[config.mk]
export PLATFORM = sky130hd
export DESIGN_NAME = tagdir
export DESIGN_NICKNAME = d
export VERILOG_FILES = /design/src/rtl/tagdir_pkg.sv /design/src/rtl/tagdir_match.sv /design/src/rtl/tagdir_plru.sv /design/src/rtl/tagdir.sv
export SDC_FILE = /design/constraint.sdc
export NUM_CORES = 1
export LEC_CHECK = 0
export BUFFER_PORTS_ARGS = -buffer_cell sky130_fd_sc_hd__buf_2
export CAP_MARGIN = 40
export CELL_PAD_IN_SITES_DETAIL_PLACEMENT = 2
export CELL_PAD_IN_SITES_GLOBAL_PLACEMENT = 2
export CORE_MARGIN = 2
export CORE_UTILIZATION = 45
export DETAILED_ROUTE_END_ITERATION = 6
export GPL_ROUTABILITY_DRIVEN = 1
export PLACE_DENSITY_LB_ADDON = 0.1
export SYNTH_ARGS = -nofsm -noshare
export SYNTH_HDL_FRONTEND = slang
export SYNTH_SLANG_ARGS = --single-unit
[constraint.sdc]
create_clock -name clk -period 6.2 [get_ports clk]
set_input_delay 0.31 -clock clk [delete_from_list [all_inputs] [get_ports clk]]
set_output_delay 0.31 -clock clk [all_outputs]
set_load 0.1 [all_outputs]
[src/rtl/tagdir_pkg.sv]
package tagdir_pkg;

    typedef enum logic [3:0] {
        OP_ACCESS   = 4'd0,
        OP_PRESENT  = 4'd1,
        OP_AVAIL    = 4'd2,
        OP_ALLOC    = 4'd3,
        OP_FREE     = 4'd4,
        OP_PROBE    = 4'd5,
        OP_TOUCH    = 4'd6,
        OP_SETPERM  = 4'd7,
        OP_LOCK     = 4'd8,
        OP_UNLOCK   = 4'd9,
        OP_LOCKTEST = 4'd10
    } op_e;

    typedef enum logic [1:0] {
        PERM_ABSENT  = 2'd0,
        PERM_INVALID = 2'd1,
        PERM_RDONLY  = 2'd2,
        PERM_RDWR    = 2'd3
    } perm_e;

    typedef enum logic [1:0] {
        REQ_LOAD  = 2'd0,
        REQ_FETCH = 2'd1,
        REQ_STORE = 2'd2,
        REQ_RSVD  = 2'd3
    } req_e;

    typedef enum logic {
        ST_READY = 1'b0,
        ST_REPLY = 1'b1
    } fsm_e;

endpackage

[src/rtl/tagdir_match.sv]
module tagdir_match
    import tagdir_pkg::*;
#(
    parameter int WAYS   = 4,
    parameter int WAY_W  = 2,
    parameter int ADDR_W = 16
) (
    input  logic [ADDR_W-1:0] probe_addr,
    input  logic [ADDR_W-1:0] way_tag  [WAYS],
    input  perm_e             way_perm [WAYS],
    input  logic [WAYS-1:0]   way_used,
    output logic [WAYS-1:0]   hit_vec,
    output logic              any_hit,
    output logic              any_free,
    output logic [WAY_W-1:0]  hit_way,
    output logic [WAY_W-1:0]  free_way
);

    logic [WAYS-1:0] free_vec;

    for (genvar w = 0; w < WAYS; w++) begin : g_way
        assign hit_vec[w]  = way_used[w] && (way_perm[w] != PERM_ABSENT)
                             && (way_tag[w] == probe_addr);
        assign free_vec[w] = !way_used[w] || (way_perm[w] == PERM_ABSENT);
    end

    assign any_hit  = |hit_vec;
    assign any_free = |free_vec;

    // lowest-numbered way wins in both encoders
    always_comb begin
        hit_way  = '0;
        free_way = '0;
        for (int w = WAYS - 1; w >= 0; w--) begin
            if (hit_vec[w])  hit_way  = WAY_W'(w);
            if (free_vec[w]) free_way = WAY_W'(w);
        end
    end

endmodule

[src/rtl/tagdir_plru.sv]
module tagdir_plru #(
    parameter int SETS  = 4,
    parameter int WAYS  = 4,
    parameter int SET_W = 2,
    parameter int WAY_W = 2
) (
    input  logic             clk,
    input  logic             rst_n,
    input  logic             touch_en,
    input  logic [SET_W-1:0] touch_set,
    input  logic [WAY_W-1:0] touch_way,
    input  logic [SET_W-1:0] look_set,
    output logic [WAY_W-1:0] victim_way
);

    localparam int NODES = WAYS - 1;
    localparam int LVL   = $clog2(WAYS);

    logic [NODES-1:0] tree [SETS];

    function automatic logic [WAY_W-1:0] walk(input logic [NODES-1:0] t);
        int n;
        logic [WAY_W-1:0] w;
        n = 0;
        w = '0;
        for (int l = 0; l < LVL; l++) begin
            w = (w << 1) | WAY_W'(t[n]);
            n = 2 * n + 1 + int'(t[n]);
        end
        return w;
    endfunction

    function automatic logic [NODES-1:0] mark(input logic [NODES-1:0] t,
                                              input logic [WAY_W-1:0] way);
        int n;
        logic b;
        logic [NODES-1:0] r;
        r = t;
        n = 0;
        for (int l = 0; l < LVL; l++) begin
            b    = way[LVL-1-l];
            r[n] = ~b;
            n    = 2 * n + 1 + int'(b);
        end
        return r;
    endfunction

    for (genvar s = 0; s < SETS; s++) begin : g_set
        logic [NODES-1:0] bits_q;
        always_ff @(posedge clk) begin
            if (!rst_n)
                bits_q <= '0;
            else if (touch_en && (touch_set == SET_W'(s)))
                bits_q <= mark(bits_q, touch_way);
        end
        assign tree[s] = bits_q;
    end

    assign victim_way = walk(tree[look_set]);

    // checker: right after a touch the touched way is never the victim
    logic             chk_vld;
    logic [SET_W-1:0] chk_set;
    logic [WAY_W-1:0] chk_way;
    always_ff @(posedge clk) begin
        if (!rst_n) begin
            chk_vld <= 1'b0;
            chk_set <= '0;
            chk_way <= '0;
        end else begin
            chk_vld <= touch_en;
            chk_set <= touch_set;
            chk_way <= touch_way;
        end
    end

    AST_TOUCH_MOVES_VICTIM: assert property (@(posedge clk) disable iff (!rst_n)
        chk_vld |-> (walk(tree[chk_set]) != chk_way));

endmodule

[src/rtl/tagdir.sv]
module tagdir
    import tagdir_pkg::*;
#(
    parameter int CACHE_BYTES = 1024,
    parameter int LINE_BYTES  = 64,
    parameter int WAYS        = 4,
    parameter int ADDR_W      = 16,
    parameter int IDX_LSB     = 6,
    parameter int CTX_W       = 4,
    parameter int WAY_W       = (WAYS > 1) ? $clog2(WAYS) : 1
) (
    input  logic              clk,
    input  logic              rst_n,
    input  logic              cmd_valid,
    output logic              cmd_ready,
    input  logic [3:0]        cmd_op,
    input  logic [ADDR_W-1:0] cmd_addr,
    input  logic [1:0]        cmd_kind,
    input  logic [1:0]        cmd_perm,
    input  logic [CTX_W-1:0]  cmd_ctx,
    output logic              rsp_valid,
    output logic              rsp_hit,
    output logic              rsp_grant,
    output logic [WAY_W-1:0]  rsp_way,
    output logic [ADDR_W-1:0] rsp_addr,
    output logic              ev_tag_rd,
    output logic              ev_tag_wr,
    output logic              ev_data_rd,
    output logic              ev_data_wr
);

    localparam int SETS  = CACHE_BYTES / WAYS / LINE_BYTES;
    localparam int SET_W = $clog2(SETS);

    // ---------------- record storage ----------------
    logic [ADDR_W-1:0] tag_q  [SETS][WAYS];
    perm_e             perm_q [SETS][WAYS];
    logic [CTX_W-1:0]  own_q  [SETS][WAYS];
    logic [WAYS-1:0]   used_q [SETS];
    logic [WAYS-1:0]   ownv_q [SETS];

    fsm_e state_q, state_d;
    logic accept;

    logic [SET_W-1:0]  set_idx;
    logic [ADDR_W-1:0] row_tag  [WAYS];
    perm_e             row_perm [WAYS];
    logic [WAYS-1:0]   row_used;

    assign set_idx  = cmd_addr[IDX_LSB +: SET_W];
    assign row_used = used_q[set_idx];

    always_comb begin
        for (int w = 0; w < WAYS; w++) begin
            row_tag[w]  = tag_q[set_idx][w];
            row_perm[w] = perm_q[set_idx][w];
        end
    end

    // ---------------- lookup and replacement ----------------
    logic [WAYS-1:0]  hit_vec;
    logic             any_hit, any_free;
    logic [WAY_W-1:0] hit_way, free_way, victim_way;
    logic             touch_c;
    logic [WAY_W-1:0] touch_way_c;

    tagdir_match #(
        .WAYS   (WAYS),
        .WAY_W  (WAY_W),
        .ADDR_W (ADDR_W)
    ) u_match (
        .probe_addr (cmd_addr),
        .way_tag    (row_tag),
        .way_perm   (row_perm),
        .way_used   (row_used),
        .hit_vec    (hit_vec),
        .any_hit    (any_hit),
        .any_free   (any_free),
        .hit_way    (hit_way),
        .free_way   (free_way)
    );

    tagdir_plru #(
        .SETS  (SETS),
        .WAYS  (WAYS),
        .SET_W (SET_W),
        .WAY_W (WAY_W)
    ) u_plru (
        .clk        (clk),
        .rst_n      (rst_n),
        .touch_en   (accept && touch_c),
        .touch_set  (set_idx),
        .touch_way  (touch_way_c),
        .look_set   (set_idx),
        .victim_way (victim_way)
    );

    // ---------------- command decode ----------------
    op_e  op;
    logic is_read;
    logic d_hit, d_grant, d_tr, d_tw, d_dr, d_dw;
    logic [WAY_W-1:0]  d_way;
    logic [ADDR_W-1:0] d_addr;
    logic wr_new, wr_drop, wr_perm, wr_own, wr_unown;

    assign op      = op_e'(cmd_op);
    assign is_read = (req_e'(cmd_kind) == REQ_LOAD) || (req_e'(cmd_kind) == REQ_FETCH);

    always_comb begin
        d_hit       = any_hit;
        d_grant     = 1'b0;
        d_way       = any_hit ? hit_way : '0;
        d_addr      = '0;
        d_tr        = 1'b1;
        d_tw        = 1'b0;
        d_dr        = 1'b0;
        d_dw        = 1'b0;
        touch_c     = 1'b0;
        touch_way_c = hit_way;
        wr_new      = 1'b0;
        wr_drop     = 1'b0;
        wr_perm     = 1'b0;
        wr_own      = 1'b0;
        wr_unown    = 1'b0;
        unique case (op)
            OP_ACCESS: begin
                if (any_hit) begin
                    touch_c = 1'b1;
                    if (row_perm[hit_way] == PERM_RDWR)
                        d_grant = 1'b1;
                    else if (row_perm[hit_way] == PERM_RDONLY)
                        d_grant = is_read;
                end
                d_dr = d_grant && is_read;
                d_dw = d_grant && !is_read;
            end
            OP_PRESENT: d_grant = any_hit;
            OP_AVAIL:   d_grant = any_hit || any_free;
            OP_ALLOC: begin
                if (!any_hit && any_free) begin
                    d_grant     = 1'b1;
                    d_way       = free_way;
                    d_tw        = 1'b1;
                    wr_new      = 1'b1;
                    touch_c     = 1'b1;
                    touch_way_c = free_way;
                end
            end
            OP_FREE: begin
                d_grant = any_hit;
                d_tw    = any_hit;
                wr_drop = any_hit;
            end
            OP_PROBE: begin
                if (!any_hit && !any_free) begin
                    d_grant = 1'b1;
                    d_way   = victim_way;
                    d_addr  = tag_q[set_idx][victim_way];
                end
            end
            OP_TOUCH: begin
                d_grant = any_hit;
                touch_c = any_hit;
            end
            OP_SETPERM: begin
                d_grant = any_hit;
                d_tw    = any_hit;
                wr_perm = any_hit;
            end
            OP_LOCK: begin
                d_grant = any_hit;
                d_tw    = any_hit;
                wr_own  = any_hit;
            end
            OP_UNLOCK: begin
                d_grant  = any_hit;
                d_tw     = any_hit;
                wr_unown = any_hit;
            end
            OP_LOCKTEST: begin
                d_grant = any_hit && ownv_q[set_idx][hit_way]
                          && (own_q[set_idx][hit_way] == cmd_ctx);
            end
            default: begin
                d_hit = 1'b0;
                d_way = '0;
                d_tr  = 1'b0;
            end
        endcase
    end

    // ---------------- record updates ----------------
    always_ff @(posedge clk) begin
        if (!rst_n) begin
            for (int s = 0; s < SETS; s++) begin
                used_q[s] <= '0;
                ownv_q[s] <= '0;
                for (int w = 0; w < WAYS; w++) begin
                    tag_q[s][w]  <= '0;
                    perm_q[s][w] <= PERM_ABSENT;
                    own_q[s][w]  <= '0;
                end
            end
        end else if (accept) begin
            if (wr_new) begin
                tag_q[set_idx][free_way]  <= cmd_addr;
                perm_q[set_idx][free_way] <= PERM_INVALID;
                used_q[set_idx][free_way] <= 1'b1;
                ownv_q[set_idx][free_way] <= 1'b0;
            end
            if (wr_drop) begin
                used_q[set_idx][hit_way] <= 1'b0;
                ownv_q[set_idx][hit_way] <= 1'b0;
            end
            if (wr_perm)
                perm_q[set_idx][hit_way] <= perm_e'(cmd_perm);
            if (wr_own) begin
                ownv_q[set_idx][hit_way] <= 1'b1;
                own_q[set_idx][hit_way]  <= cmd_ctx;
            end
            if (wr_unown)
                ownv_q[set_idx][hit_way] <= 1'b0;
        end
    end

    // ---------------- control state machine ----------------
    always_ff @(posedge clk) begin
        if (!rst_n) state_q <= ST_READY;
        else        state_q <= state_d;
    end

    always_comb begin
        state_d = state_q;
        unique case (state_q)
            ST_READY: if (cmd_valid) state_d = ST_REPLY;
            ST_REPLY: state_d = ST_READY;
            default:  state_d = ST_READY;
        endcase
    end

    always_comb begin
        cmd_ready = (state_q == ST_READY);
        rsp_valid = (state_q == ST_REPLY);
    end

    assign accept = cmd_valid && (state_q == ST_READY);

    // ---------------- reply registers ----------------
    always_ff @(posedge clk) begin
        if (!rst_n) begin
            rsp_hit    <= 1'b0;
            rsp_grant  <= 1'b0;
            rsp_way    <= '0;
            rsp_addr   <= '0;
            ev_tag_rd  <= 1'b0;
            ev_tag_wr  <= 1'b0;
            ev_data_rd <= 1'b0;
            ev_data_wr <= 1'b0;
        end else if (accept) begin
            rsp_hit    <= d_hit;
            rsp_grant  <= d_grant;
            rsp_way    <= d_way;
            rsp_addr   <= d_addr;
            ev_tag_rd  <= d_tr;
            ev_tag_wr  <= d_tw;
            ev_data_rd <= d_dr;
            ev_data_wr <= d_dw;
        end else begin
            ev_tag_rd  <= 1'b0;
            ev_tag_wr  <= 1'b0;
            ev_data_rd <= 1'b0;
            ev_data_wr <= 1'b0;
        end
    end

    // ---------------- assertions ----------------
    AST_REPLY_NEXT: assert property (@(posedge clk) disable iff (!rst_n)
        (cmd_valid && cmd_ready) |=> rsp_valid);
    AST_REPLY_SINGLE: assert property (@(posedge clk) disable iff (!rst_n)
        rsp_valid |=> !rsp_valid);
    AST_BUSY_NOT_READY: assert property (@(posedge clk) disable iff (!rst_n)
        rsp_valid |-> !cmd_ready);
    AST_DATA_EV_GRANTED: assert property (@(posedge clk) disable iff (!rst_n)
        (ev_data_rd || ev_data_wr) |-> (rsp_valid && rsp_hit && rsp_grant));
    AST_DATA_EV_EXCL: assert property (@(posedge clk) disable iff (!rst_n)
        !(ev_data_rd && ev_data_wr));
    AST_EV_WITH_REPLY: assert property (@(posedge clk) disable iff (!rst_n)
        (ev_tag_rd || ev_tag_wr) |-> rsp_valid);
    AST_HIT_UNIQUE: assert property (@(posedge clk) disable iff (!rst_n)
        $onehot0(hit_vec));

endmodule

* Yosys cells after proc, flatten, opt, wreduce, memory -nomap -nowiden
Memories as Yosys holds them, arrays and structs flattened.
Index checks and enable logic that the tools add are counted.
** Storage, ports and cells
- Output and inout bits :: 26
- Logic and storage cells :: 281
- Memories kept :: 5
- Bits in registers :: 37
- RAM bits :: 384
** Memory list
- tag_q :: depth 4, width 64, read ports 1, clocked after memory_dff 0, write ports 4, line tagdir.sv:36 : logic [ADDR_W-1:0] tag_q [SETS][WAYS];
- own_q :: depth 4, width 16, read ports 1, clocked after memory_dff 0, write ports 4, line tagdir.sv:38 : logic [CTX_W-1:0] own_q [SETS][WAYS];
- perm_q :: depth 4, width 8, read ports 1, clocked after memory_dff 0, write ports 4, line tagdir.sv:37 : perm_e perm_q [SETS][WAYS];
- ownv_q :: depth 4, width 4, read ports 1, clocked after memory_dff 0, write ports 4, line tagdir.sv:40 : logic [WAYS-1:0] ownv_q [SETS];
- used_q :: depth 4, width 4, read ports 1, clocked after memory_dff 0, write ports 4, line tagdir.sv:39 : logic [WAYS-1:0] used_q [SETS];
** Cells by class
- Bitwise gates (word level) :: 32
- Reductions and logical operators :: 62
- $lt $le $gt $ge :: 13
- Equal/unequal tests :: 21
- $add $sub $neg :: 2
- Muxes and demuxes :: 133
** Operator list (number)
- $mux W64 :: 3
- $mux W16 :: 8
- $eq A16 B16 Y1 :: 4
- $lt A32 B4 Y1 const B :: 2
- $reduce_or A64 Y1 :: 1
- $mux W1 :: 61
- $mux W2 :: 22
- $mux W4 :: 11
- $bmux W16 S2 :: 1
- $demux W16 S2 :: 1
- $ge A32 B1 Y1 const B :: 1
- $mux W8 :: 4
- $logic_and A1 B1 Y1 :: 25
- $or A1 B1 Y1 :: 24
- $reduce_or A4 Y1 :: 5
- $eq A4 B3 Y1 const B :: 4
- $reduce_or A16 Y1 :: 1
- $bwmux W3 :: 4
- $eq A4 B4 Y1 const B :: 3
- $ge A3 B3 Y1 const B :: 4
- $logic_not A2 Y1 :: 6
- $not A2 Y3 :: 4
- $reduce_or A11 Y1 :: 1
- $reduce_or A9 Y1 :: 1
- 31 further kinds :: 62

* Logic depth before layout (Yosys ltp)
An unclocked memory read counts as a cell.
- Depth after elaboration :: 18
- Mapped depth :: 19
- Depth with buffers taken out :: 11

* Modules after synthesis
Synthesis repeated with hierarchy kept, for this count alone.
** Unflattened totals
- Cell total of the unflattened synthesis :: 1504
- Area total of the unflattened synthesis :: 20370.8 µm²
** By module, submodules not included
- tagdir :: area each 18954.4 µm², cells an instance 1340, instances 1
- tagdir_match :: area each 808.3 µm², cells an instance 108, instances 1
- tagdir_plru :: area each 608.1 µm², cells an instance 56, instances 1

* Least setup slack after synthesis
Ideal clock, no wire load.
- Path kind :: input to register
- Start point :: input cmd_addr[6]
- End point :: memory tag_q[0][16] in the netlist's numbering (enable)
- Required time :: 5789 ps
- Path slack :: 1807 ps
- Cell stages on the path :: 14
- Library setup time :: 411 ps
- Arrival :: 3982 ps
- Buffers on the path :: 5
- Path through :: buf_6 > buf_12 > buf_12 > buf_12 > buf_12 > mux4_2 > o21ai_1 > nand2b_1 > a21oi_1 > nand3_1 > nand4_2 > nor3_1 > nand2_1 > o21ai_0
** RTL lines
- from (decl) :: line tagdir.sv:17 : input logic [ADDR_W-1:0] cmd_addr,
- to (decl) :: line tagdir.sv:36

==> results by group <==
Status
  • Result of the run: finished clean

Pwr
  • Switching part of the total: 24.9%
  • Flop pwr share: 49.3%
  • Internal portion of total power: 4910 uW
  • Gate power share: 9.2%
  • Power per standard cell area: 279 nW/um^2
  • Total power draw: 6540 uW
  • Clock group share of total power: 41.6%
  • Net Sw Power: 1630 uW
  • Total leakage power: 0.00884 uW
  • Highest ir drop seen on vdd: 0.000253 V

Synthesis
  • Post-synthesis sequential element count: 421
  • Post-synth EDFFs: 384
  • Synth Cell Area: 21100 sq um
  • Share of async-settable or async-resettable flops after synthesis: 0%
  • Syn Inst Count: 1648
  • Post-synth top flop: sky130_fd_sc_hd__edfxtp_1
  • Synthesized area per cell: 12.8 sq um
  • Fraction of the yosys area taken by sequential cells: 58.0%
  • Warning count from the yosys run: 0
  • Number of different library cells in the post-synthesis netlist: 86

Timing
  • Remaining max-slew budget at the tightest pin: 41.3%
  • Pins over their slew limit: 0
  • Highest clock rate: 0.210 GHz
  • Post-route clock skew: 21.4 ps
  • Total Negative Setup Slacks: 0 ps
  • RSZ-0062 raised after global routing: false
  • Transition at the pin with the smallest max-transition slack: 871 ps
  • Minimum period implied by the final worst setup slack: 4770 ps
  • Share of the clock period used by the worst path after layout: 76.9%
  • Number of hold-slack violations in the final timing report: 0
  • Number of setup violations in the final report: 0

Routing
  • Via count of the routed design: 14500
  • Average routed wire per standard cell: 30.1 microns
  • DRC violation count after routing: 0
  • Drt first-iter violations: 1251
  • Average vias per placed instance: 6.32
  • Antenna Nets Post-Route: 0
  • Detailed-router iteration count before antenna repair: 5
  • Wirelength, routed: 69300 microns

Die
  • Core outline area: 46500 sq um
  • IO Count: 57
  • FP Rows: 79
  • Floorplan die area: 48700 sq um
  • Initial cell density of the core: 45.5%
  • Die width: 221 microns
  • Vertical die dimension: 221 microns

Worst hold path
  • Start point of the worst hold path: cmd_ctx[2]
  • Class of the tightest hold or removal check: in2reg

Placement
  • Sum of net half-perimeters after detailed placement: 46000 microns
  • Final weighted congestion in routability-driven placement: 0.846
  • Total of buffers placed on input and output ports: 55

Clock network
  • Total CTS buffers: 48
  • Library cell used as clock root buffer: sky130_fd_sc_hd__clkbuf_16
  • Max H-tree Level: 2
  • Worst skew pair latency: 600 ps
  • Maximum count of clock buffers along a single path: 3
  • Post-CTS clock slew at the launch and capture registers of the worst setup and hold paths: 60 ps
  • Number of sinks driven by the clock tree: 421
  • TritonCTS clock tree: done
  • Number of setup buffers added after CTS: 0
  • Gates resized, CTS repair: 0
  • Hold-fix buffer count after cts: 1

Layout
  • Post-layout nets: 1690
  • Diodes inserted: 0
  • Synthesis-to-finish area growth: 11.0%
  • Share of cells above drive strength 1: 19.0%

Global route
  • Number of global-route vias before repair: 15500
  • GRT overflow: 0
  • Tot GR Track Use: 29.1%
  • Antenna violations before repair: 4
  • Maximum number of pins on one net before global-route repair: 75
  • Global-route wire length before repair: 103000 microns

Setup path
  • Crit path launch: cmd_addr[6]
  • Data arrival time of the critical path: 4990 ps
  • Beginning of the worst register-to-register path: tag_q[2][32]$_SDFFCE_PN0P_
  • Delay of the slowest cell on the worst path: 680 ps
  • Critical path capture point type: register
  • CP max FO: 53
  • Worst setup SP type: primary input
  • Crit path cell chain: clkbuf_8, buf_12, buf_4, mux4_2, xnor2_1, nand4_1, or2_2, nor3_2, nand2_2, nor2_1, nand2_1, o21ai_0
  • Path type of the worst setup path: in2reg
  • Required time reported for the critical path endpoint: 6430 ps
  • Cell with the biggest individual delay on the critical path: sky130_fd_sc_hd__o21ai_0

Job
  • Max cap viols: 0
[worst paths after layout]
path,depth (start not counted),endpoint,slack [ps]
max,12,own_q[1][3]$_SDFFCE_PN0P_,1430
max reg2reg,12,used_q[3][3]$_DFFE_PP_,1500
min,4,rsp_grant$_SDFFE_PN0P_,50
min reg2reg,2,rsp_addr[8]$_SDFFE_PN0P_,460
[kinds of logic after synthesis]
group / share of synthesized area (%)
fa+ha+maj: 0.0473
compound gates: 6.09
mux: 13.4
flops: 58.0
xor+xnor: 2.57
buf+inv: 3.94
other cells: 0.0177
simple gates: 15.9
[sequential cells by signal (all words and copies together) (netlist names)]
signal	flops
tag_q	256
own_q	64
perm_q	32
ownv_q	16
rsp_addr	16
used_q	16
u_plru.g_set.bits_q	12
rsp_way	2
ev_data_rd	1
ev_data_wr	1
ev_tag_rd	1
ev_tag_wr	1
rsp_grant	1
rsp_hit	1
rsp_valid	1
[through the flow]
stage | setup WS [ps] | util, % | cells | instance area [sq um] | hold WS (ps)
after floorplan | 1810 | - | 1663 | 21200 | 382
final | 1430 | 50.5 | 2303 | 23500 | 51.7
after global placement | 891 | 47.2 | 2208 | 21900 | 431
after detailed placement | 771 | 47.4 | 2215 | 22000 | 454
after global routing | 1100 | 50.5 | 2303 | 23500 | 70.4
after CTS | 1420 | 50.5 | 2303 | 23500 | 29.4
[cell usage after synthesis, types with 37 or more instances]
master,instances,area [sq um]
sky130_fd_sc_hd__dfxtp_1,37,741
sky130_fd_sc_hd__nor2_1,107,402
sky130_fd_sc_hd__o21ai_0,100,500
sky130_fd_sc_hd__nor3_1,60,300
sky130_fd_sc_hd__and2_1,79,494
sky130_fd_sc_hd__clkbuf_1,129,484
sky130_fd_sc_hd__and3_1,186,1160
sky130_fd_sc_hd__xnor2_1,55,482
sky130_fd_sc_hd__mux2i_1,38,380
sky130_fd_sc_hd__edfxtp_1,384,11500
sky130_fd_sc_hd__mux4_2,97,2180
sky130_fd_sc_hd__nand2_1,89,334
[layer usage]
layer	up-vias	share of wire, %	GRT usage, %
li1	6235	-	-
met1	7741	44	40.8
met2	438	48	46.4
met3	128	5.5	4.37
met4	6	3.2	10.2
met5	-	0.049	0
[critical path, delay by kind of cell]
| kind | cells | cell delay [ps] |
|---|---|---|
| AO/OA/AOI/OAI | 1 | 680 |
| XOR/XNOR | 1 | 220 |
| buffers and inverters | 3 | 1180 |
| multiplexers | 1 | 520 |
| AND/OR/NAND/NOR | 6 | 2010 |
[placed cells by master, fill, tap and decap left out, types with 5 or more instances in the layout]
| cell type | netlist | final |
|---|---|---|
| sky130_fd_sc_hd__nor2b_1 | 11 | 10 |
| sky130_fd_sc_hd__xnor2_1 | 55 | 55 |
| sky130_fd_sc_hd__o21ai_2 | 1 | 9 |
| sky130_fd_sc_hd__buf_4 | 5 | 46 |
| sky130_fd_sc_hd__nor2_1 | 107 | 105 |
| sky130_fd_sc_hd__o21ai_1 | 15 | 19 |
| sky130_fd_sc_hd__conb_1 | 1 | 16 |
| sky130_fd_sc_hd__a31oi_1 | 6 | 6 |
| sky130_fd_sc_hd__a21oi_1 | 34 | 34 |
| sky130_fd_sc_hd__nand4_1 | 19 | 19 |
| sky130_fd_sc_hd__nand3_1 | 18 | 18 |
| sky130_fd_sc_hd__and2_1 | 79 | 79 |
| sky130_fd_sc_hd__nor4_1 | 8 | 8 |
| sky130_fd_sc_hd__clkinv_1 | 2 | 11 |
| sky130_fd_sc_hd__mux4_2 | 97 | 97 |
| sky130_fd_sc_hd__nand2b_1 | 8 | 7 |
| sky130_fd_sc_hd__clkbuf_1 | 129 | 12 |
| sky130_fd_sc_hd__and3_1 | 186 | 186 |
| sky130_fd_sc_hd__buf_8 | 0 | 5 |
| sky130_fd_sc_hd__inv_1 | 17 | 17 |
| sky130_fd_sc_hd__clkbuf_16 | 0 | 49 |
| sky130_fd_sc_hd__edfxtp_1 | 384 | 384 |
| sky130_fd_sc_hd__clkinv_2 | 0 | 9 |
| sky130_fd_sc_hd__mux2i_1 | 38 | 38 |
| sky130_fd_sc_hd__clkbuf_8 | 0 | 5 |
| sky130_fd_sc_hd__nand2_1 | 89 | 87 |
| sky130_fd_sc_hd__nor3_1 | 60 | 59 |
| sky130_fd_sc_hd__mux2_2 | 12 | 12 |
| sky130_fd_sc_hd__dfxtp_1 | 37 | 37 |
| sky130_fd_sc_hd__xor2_1 | 7 | 7 |
| sky130_fd_sc_hd__buf_2 | 17 | 54 |
| sky130_fd_sc_hd__o21ai_0 | 100 | 88 |
[cell type report]
class                      instances  area [sq um]
clock buffer                      65          1330
clock inverter                    22           134
fill                            4403         23000
inverter                          19          71.3
multi-input combinational       1060          8160
sequential                       421         12300
tap                              607           759
timing repair buffer             109           754
[power groups by stage]
stage / Clock [uW] / Combinational, uW / Sequential, uW
after global placement: 0 / 573 / 3270
after floorplan: 0 / 374 / 3270
final: 2720 / 601 / 3220
after global routing: 2870 / 638 / 3230
after CTS: 2760 / 597 / 3220
after detailed placement: 0 / 594 / 3280
(Power assumes the default switching activity.)
